[src/rtl/irqvec_pkg.sv]
package irqvec_pkg;
  localparam int NUM_LVL = 17;
  localparam int LVL_W   = $clog2(NUM_LVL + 1);
  localparam int PIN_N   = 7;
  localparam int EV_N    = 11;
  localparam int SEL_N   = 5;
  localparam int VEC_W   = 16;

  // periphEv bit positions
  localparam int EV_IBF  = 0;
  localparam int EV_OBE  = 1;
  localparam int EV_RX1  = 2;
  localparam int EV_TX1  = 3;
  localparam int EV_TMX  = 4;
  localparam int EV_TMY  = 5;
  localparam int EV_TM1  = 6;
  localparam int EV_TM2  = 7;
  localparam int EV_SIO2 = 8;
  localparam int EV_I2C  = 9;
  localparam int EV_ADC  = 10;

  // non-maskable levels: reset (index 0) and break (last index)
  localparam logic [NUM_LVL-1:0] NMI_MASK = NUM_LVL'(1) | (NUM_LVL'(1) << (NUM_LVL - 1));

  typedef struct packed {
    logic             clrValid;
    logic [LVL_W-1:0] clrIdx;
  } ackStrobe_t;
endpackage

[src/rtl/irqvec_datapath.sv]
module irqvec_datapath
  import irqvec_pkg::*;
#(
  parameter int KEY_W = 8
) (
  input  logic               clk,
  input  logic               rstN,
  input  logic [PIN_N-1:0]   pinIn,
  input  logic [PIN_N-1:0]   pinPol,
  input  logic [KEY_W-1:0]   keyPort,
  input  logic [EV_N-1:0]    periphEv,
  input  logic               brkStrobe,
  input  logic [SEL_N-1:0]   modeSel,
  input  logic [NUM_LVL-1:0] swClr,
  input  ackStrobe_t         strobe,
  output logic [NUM_LVL-1:0] pendOut
);
  logic [PIN_N-1:0]   pinS1, pinS2, pinPrev;
  logic [PIN_N-1:0]   pinEv;
  logic [KEY_W-1:0]   keyS1, keyS2;
  logic               keyAndPrev, keyEv;
  logic [NUM_LVL-1:0] lvlEv, clrMask, pend;

  always_ff @(posedge clk or negedge rstN) begin
    if (!rstN) begin
      pinS1      <= '0;
      pinS2      <= '0;
      pinPrev    <= '0;
      keyS1      <= '0;
      keyS2      <= '0;
      keyAndPrev <= 1'b0;
    end else begin
      pinS1      <= pinIn;
      pinS2      <= pinS1;
      pinPrev    <= pinS2;
      keyS1      <= keyPort;
      keyS2      <= keyS1;
      keyAndPrev <= &keyS2;
    end
  end

  // edge taken from the level history only, so a polarity flip cannot fake an edge
  for (genvar p = 0; p < PIN_N; p++) begin : gPinEdge
    assign pinEv[p] = pinPol[p] ? (pinS2[p] & ~pinPrev[p]) : (~pinS2[p] & pinPrev[p]);
  end

  assign keyEv = keyAndPrev & ~(&keyS2);

  always_comb begin
    lvlEv     = '0;
    lvlEv[1]  = modeSel[0] ? periphEv[EV_IBF] : pinEv[0];
    lvlEv[2]  = modeSel[1] ? periphEv[EV_OBE] : pinEv[1];
    lvlEv[3]  = periphEv[EV_RX1];
    lvlEv[4]  = periphEv[EV_TX1];
    lvlEv[5]  = periphEv[EV_TMX];
    lvlEv[6]  = periphEv[EV_TMY];
    lvlEv[7]  = periphEv[EV_TM1];
    lvlEv[8]  = periphEv[EV_TM2];
    lvlEv[9]  = pinEv[5];
    lvlEv[10] = pinEv[6];
    lvlEv[11] = modeSel[4] ? periphEv[EV_SIO2] : keyEv;
    lvlEv[12] = modeSel[2] ? periphEv[EV_I2C] : pinEv[2];
    lvlEv[13] = modeSel[3] ? periphEv[EV_I2C] : pinEv[3];
    lvlEv[14] = pinEv[4];
    lvlEv[15] = modeSel[4] ? keyEv : periphEv[EV_ADC];
    lvlEv[16] = brkStrobe;
  end

  assign clrMask = strobe.clrValid ? (NUM_LVL'(1) << strobe.clrIdx) : '0;

  always_ff @(posedge clk or negedge rstN) begin
    if (!rstN) pend <= NUM_LVL'(1);
    else       pend <= (pend & ~clrMask & ~swClr) | lvlEv;
  end

  assign pendOut = pend;

  for (genvar l = 0; l < NUM_LVL; l++) begin : gPendChk
    assert_pend_hold_R10: assert property (@(posedge clk) disable iff (!rstN)
      $fell(pend[l]) |-> $past((strobe.clrValid && strobe.clrIdx == LVL_W'(l)) || swClr[l]));
  end

  assert_rst_once_R1: assert property (@(posedge clk) disable iff (!rstN) !$rose(pend[0]));
endmodule

[src/rtl/irqvec_ctrl.sv]
module irqvec_ctrl
  import irqvec_pkg::*;
#(
  parameter logic [VEC_W-1:0] VEC_TOP = 16'hFFFC
) (
  input  logic               clk,
  input  logic               rstN,
  input  logic [NUM_LVL-1:0] pend,
  input  logic [NUM_LVL-1:0] intEn,
  input  logic               cpuAck,
  output ackStrobe_t         strobe,
  output logic               cpuReq,
  output logic [VEC_W-1:0]   vecHi,
  output logic [VEC_W-1:0]   vecLo,
  output logic [LVL_W-1:0]   srcLvl
);
  logic [NUM_LVL-1:0] effReq;
  logic [LVL_W-1:0]   selIdx, heldIdx;
  logic               selAny, busy;
  logic [VEC_W-1:0]   vecOffs;

  assign effReq = pend & (intEn | NMI_MASK);

  always_comb begin
    selIdx = '0;
    selAny = 1'b0;
    for (int i = NUM_LVL - 1; i >= 0; i--) begin
      if (effReq[i]) begin
        selAny = 1'b1;
        selIdx = LVL_W'(i);
      end
    end
  end

  always_ff @(posedge clk or negedge rstN) begin
    if (!rstN) begin
      busy    <= 1'b0;
      heldIdx <= '0;
    end else if (busy) begin
      if (cpuAck) busy <= 1'b0;
    end else if (selAny) begin
      busy    <= 1'b1;
      heldIdx <= selIdx;
    end
  end

  assign strobe.clrValid = busy & cpuAck;
  assign strobe.clrIdx   = heldIdx;

  assign vecOffs = {{(VEC_W - LVL_W - 1){1'b0}}, heldIdx, 1'b0};
  assign cpuReq  = busy;
  assign vecLo   = busy ? (VEC_TOP - vecOffs) : '0;
  assign vecHi   = busy ? (VEC_TOP - vecOffs + VEC_W'(1)) : '0;
  assign srcLvl  = busy ? (heldIdx + LVL_W'(1)) : '0;

  assert_hold_stable_R5: assert property (@(posedge clk) disable iff (!rstN)
    (cpuReq && !cpuAck) |=> (cpuReq && $stable(srcLvl) && $stable(vecLo)));

  assert_ack_drop_R6: assert property (@(posedge clk) disable iff (!rstN)
    (cpuReq && cpuAck) |=> !cpuReq);
endmodule

[src/rtl/irqVectorCtrl.sv]
module irqVectorCtrl
  import irqvec_pkg::*;
#(
  parameter int KEY_W = 8,
  parameter logic [15:0] VEC_TOP = 16'hFFFC
) (
  input  logic               clk,
  input  logic               rstN,
  input  logic [6:0]         pinIn,
  input  logic [6:0]         pinPol,
  input  logic [KEY_W-1:0]   keyPort,
  input  logic [10:0]        periphEv,
  input  logic               brkStrobe,
  input  logic [4:0]         modeSel,
  input  logic [16:0]        intEn,
  input  logic [16:0]        swClr,
  input  logic               cpuAck,
  output logic               cpuReq,
  output logic [15:0]        vecHi,
  output logic [15:0]        vecLo,
  output logic [4:0]         srcLvl
);
  ackStrobe_t         strobe;
  logic [NUM_LVL-1:0] pend;

  irqvec_datapath #(.KEY_W(KEY_W)) dp_i (
    .clk(clk), .rstN(rstN), .pinIn(pinIn), .pinPol(pinPol), .keyPort(keyPort),
    .periphEv(periphEv), .brkStrobe(brkStrobe), .modeSel(modeSel), .swClr(swClr),
    .strobe(strobe), .pendOut(pend)
  );

  irqvec_ctrl #(.VEC_TOP(VEC_TOP)) ctl_i (
    .clk(clk), .rstN(rstN), .pend(pend), .intEn(intEn), .cpuAck(cpuAck),
    .strobe(strobe), .cpuReq(cpuReq), .vecHi(vecHi), .vecLo(vecLo), .srcLvl(srcLvl)
  );
endmodule

[config.mk]
export PLATFORM = sky130hd
export DESIGN_NAME = irqVectorCtrl
export DESIGN_NICKNAME = d
export VERILOG_FILES = /design/src/rtl/irqvec_pkg.sv /design/src/rtl/irqvec_datapath.sv /design/src/rtl/irqvec_ctrl.sv /design/src/rtl/irqVectorCtrl.sv
export SDC_FILE = /design/constraint.sdc
export NUM_CORES = 1
export LEC_CHECK = 0
export BUFFER_PORTS_ARGS = -buffer_cell sky130_fd_sc_hd__buf_2
export CAP_MARGIN = 25
export CORE_AREA = 2 2 75 77
export CTS_BUF_LIST = sky130_fd_sc_hd__clkbuf_2 sky130_fd_sc_hd__clkbuf_4 sky130_fd_sc_hd__clkbuf_8
export CTS_CLUSTER_DIAMETER = 40
export DETAILED_ROUTE_END_ITERATION = 8
export DIE_AREA = 0 0 77 79
export GPL_ROUTABILITY_DRIVEN = 0
export HOLD_SLACK_MARGIN = 0.06
export PLACE_DENSITY = 0.95
export SLEW_MARGIN = 25
export SYNTH_ARGS = -nofsm -noshare
export SYNTH_HDL_FRONTEND = slang
export SYNTH_SLANG_ARGS = --single-unit
[constraint.sdc]
create_clock -name clk -period 3.1 [get_ports clk]
set_input_delay 0.155 -clock clk [delete_from_list [all_inputs] [get_ports clk]]
set_output_delay 0.155 -clock clk [all_outputs]
set_load 0.03 [all_outputs]
==> impl_metrics.yaml <==
run_status:
  status: "finished clean"
global_routing:
  grt_overflow_total: 0
  grtUsageTotal_pct: 24.5
  grt_first_pass_wirelength_mm: 11.2
  grt_max_degree: 39
  antenna_found_initial: 0
  grt_pass1_vias: 2406
run:
  maxCapViolations: 0
logic_synthesis:
  syn-cell-area_um2: 2720
  synth_top_family_by_area: "compound AO/OA/AOI/OAI gates"
  synthTopCellsByCount: "dfrtp_1 (60), nand2_1 (31), buf_4 (26), nor2_1 (24), inv_1 (18)"
  synth-edff-count: 0
  synth_seq_cells: 61
  syn-instance-count: 256
  ys.flop_type: "dfrtp_1"
  syn_nets: 338
  synth_mux_area_share_pct: 0
  synth_top_cell_area_share_pct: 55.1
  yosys_warnings: 0
  synth_top_area_cell: "dfrtp_1"
  synth.most_common_cell: "dfrtp_1"
  synth-simple-area-share_pct: 14.2
  synth_compound_area_share_pct: 16.2
  seq_area_frac_synth_pct: 56.1
  synth_cell_types: 39
  synth_xor_area_share_pct: 0.643
  syn_avg_cell_area_um2: 10.6
  async_flop_share_pct: 100
  synth_fa_ha_area_share_pct: 2.76
  synth_area_leaders: "dfrtp_1 (55%), buf_4 (7.2%), nand2_1 (4.3%)"
sta:
  tightest_slew_ps: 977
  tns_ps: 0
  timing.final.crit_period_ps: 2350
  skew_ps: 6.98
  hold_viol_final: 0
  period_share_pct: 75.9
  final-setup-viol-count: 0
  rsz0062_at_grt: "no"
  maxSlewHeadroom_pct: 34.4
  finalMaxSlewViolations: 0
  fmax_mhz: 425
critical_path:
  cp_max_fo: 8
  worst_setup_path_start_kind: "primary input"
  crit_type: "in2reg"
  r2r-start: "ctl_i.heldIdx[3]$_DFFE_PN0P_"
  r2r_slack_ps: 760
  critPathRequiredTime_ps: 3320
  rr_worst_depth: 4
  crit_path_end_kind: "flip-flop"
  r2r-end: "dp_i.pendOut[1]$_DFF_PN0_"
  arrival_ps: 2570
clocking:
  cts_resized: 0
  post_cts_buffers: 0
  clkTransAtPathRegs_ps: 70
  cts.path.max_buffers: 2
  cts_htree_levels: 3
  insertion_delay_ps: 340
  cts_tree: "yes"
  root_buffer: "clkbuf_8"
  cts_sinks: 61
  numCtsBuffers: 9
route:
  drcViolationCount: 0
  vias: 2372
  wl_per_cell_um: 15.3
  drtIter0Drc: 126
  first_pass_iters: 4
  drtAntennaViolNets: 0
  finalWirelength_mm: 7.07
  viasPerCell: 5.13
placement:
  io_buffers: 110
  place_hpwl_mm: 4.81
pwr:
  p_leak_nw: 1.86
  power_density_nw_per_um2: 866
  ir_drop_v: 0.000621
floorplan:
  die_w_um: 77
  row_count: 27
  io_pins: 114
  die_h_um: 79
  initial_core_util_pct: 51.0
  die-area_um2: 6080
  core_area_um2: 5340
final_layout:
  fillers: 377
  syn_to_final_growth_pct: 38.8
  num_antenna_cells: 0
  fin_util_pct: 70.8
  drive_gt1_share_pct: 36.7
  layout.nets: 467
hold_path:
  hold_path.class: "in2reg"
  whs_endpoint: "dp_i.pendOut[11]$_DFF_PN0_"
  holdPathStages: 3
  min_from: "periphEv[8]"
-- final cells by class --
class	count	area, µm²	area share, %
repair buffers	146	906	24.0
well taps	72	90.1	2.38
clock buffers	13	173	4.57
clock inverters	3	90.1	2.38
inverters	18	67.6	1.79
flip-flops and latches	61	1530	40.4
multi-input cells	149	926	24.5
-- kinds of logic (layout without fill, tap and decap cells) --
kind of cell | after synthesis | after routing
DFF | 61 | 61
xor gates and xnor gates | 2 | 2
AOI/OAI and AO/OA | 57 | 57
and+or+nand+nor | 83 | 83
buffers and inverters | 46 | 180
other | 1 | 1
adders and majority gates | 6 | 6
-- registers in the layout, indices dropped and copies added (netlist names) --
name / flops
dp_i.pendOut: 17
dp_i.pinPrev: 7
dp_i.keyS2: 8
dp_i.pinS1: 7
ctl_i.heldIdx: 5
ctl_i.cpuReq: 1
dp_i.pinS2: 7
dp_i.keyS1: 8
dp_i.keyAndPrev: 1
-- worst max-delay path: stages --
cell,delay [ps]
dlygate4sd3_1,530
buf_2,110
nand2_1,90
nor3_1,760
a311o_1,280
o211ai_1,90
dlygate4sd3_1,560
-- placed cells by master, fill, tap and decap left out, types with 2 or more instances in the layout --
| cell type | count |
|---|---|
| buf_2 | 110 |
| dfrtp_1 | 60 |
| dlygate4sd3_1 | 34 |
| nand2_1 | 31 |
| nor2_1 | 24 |
| inv_1 | 18 |
| clkbuf_8 | 12 |
| a21oi_1 | 10 |
| nand3_1 | 9 |
| a31o_2 | 7 |
| ha_1 | 6 |
| o21ai_0 | 5 |
| a22oi_1 | 5 |
| and2_1 | 4 |
| nand4_1 | 4 |
| nand3b_1 | 4 |
| o211ai_1 | 4 |
| a311oi_1 | 4 |
| a22o_1 | 4 |
| a31oi_1 | 3 |
| a211o_1 | 3 |
| bufinv_16 | 3 |
| xor2_1 | 2 |
| o31ai_1 | 2 |
| a311o_1 | 2 |
| a22o_2 | 2 |
| buf_4 | 2 |
-- timing repair --
| item | 4_1_cts | 5_1_grt |
|---|---|---|
| hold endpoints to repair | 66 | 0 |
| hold buffers | 34 | 0 |
| setup endpoints to repair | 0 | 0 |
-- routing by layer --
metal	wire length [µm]	track usage [%]
met5	0	0
met4	131	6.79
met3	683	10.8
met2	3690	46.1
met1	2570	24.6
-- how the worst max path moves through the flow --
stage,from,end,slack (ps),cells after the start
finish,cpuAck,dp_i.pendOut[1]$_DFF_PN0_,750,7
global route,cpuAck,dp_i.pendOut[1]$_DFF_PN0_,660,7
CTS,cpuAck,dp_i.pendOut[2]$_DFF_PN0_,780,7
detailed placement,dp_i.pendOut[10]$_DFF_PN0_,ctl_i.heldIdx[0]$_DFFE_PN0P_,1160,5
global placement,dp_i.pendOut[10]$_DFF_PN0_,ctl_i.heldIdx[0]$_DFFE_PN0P_,1230,5
floorplan,ctl_i.cpuReq$_DFF_PN0_,vecLo[6],800,4
-- stage by stage --
| stage | instances | total power [mW] | cell area, µm² | setup WS [ps] | hold slack [ps] |
|---|---|---|---|---|---|
| 3_3_place_gp | 412 | 2.29 | 3180 | 1230 | 262 |
| 6_report | 462 | 3.27 | 3780 | 747 | 76.1 |
| 2_1_floorplan | 256 | 2.13 | 2720 | 803 | -141 |
| 5_1_grt | 462 | 3.42 | 3780 | 657 | 61.6 |
| 4_1_cts | 462 | 3.27 | 3780 | 784 | 68.4 |
| 3_5_place_dp | 412 | 2.32 | 3180 | 1160 | 264 |
-- power by group --
group / internal (mW) / switching, mW / leakage, nW
Clock: 0.609 / 0.299 / 0.133
Sequential: 0.875 / 0.0898 / 0.711
Combinational: 0.415 / 0.987 / 1.02
Total: 1.90 / 1.38 / 1.86
(Power assumes the default switching activity.)
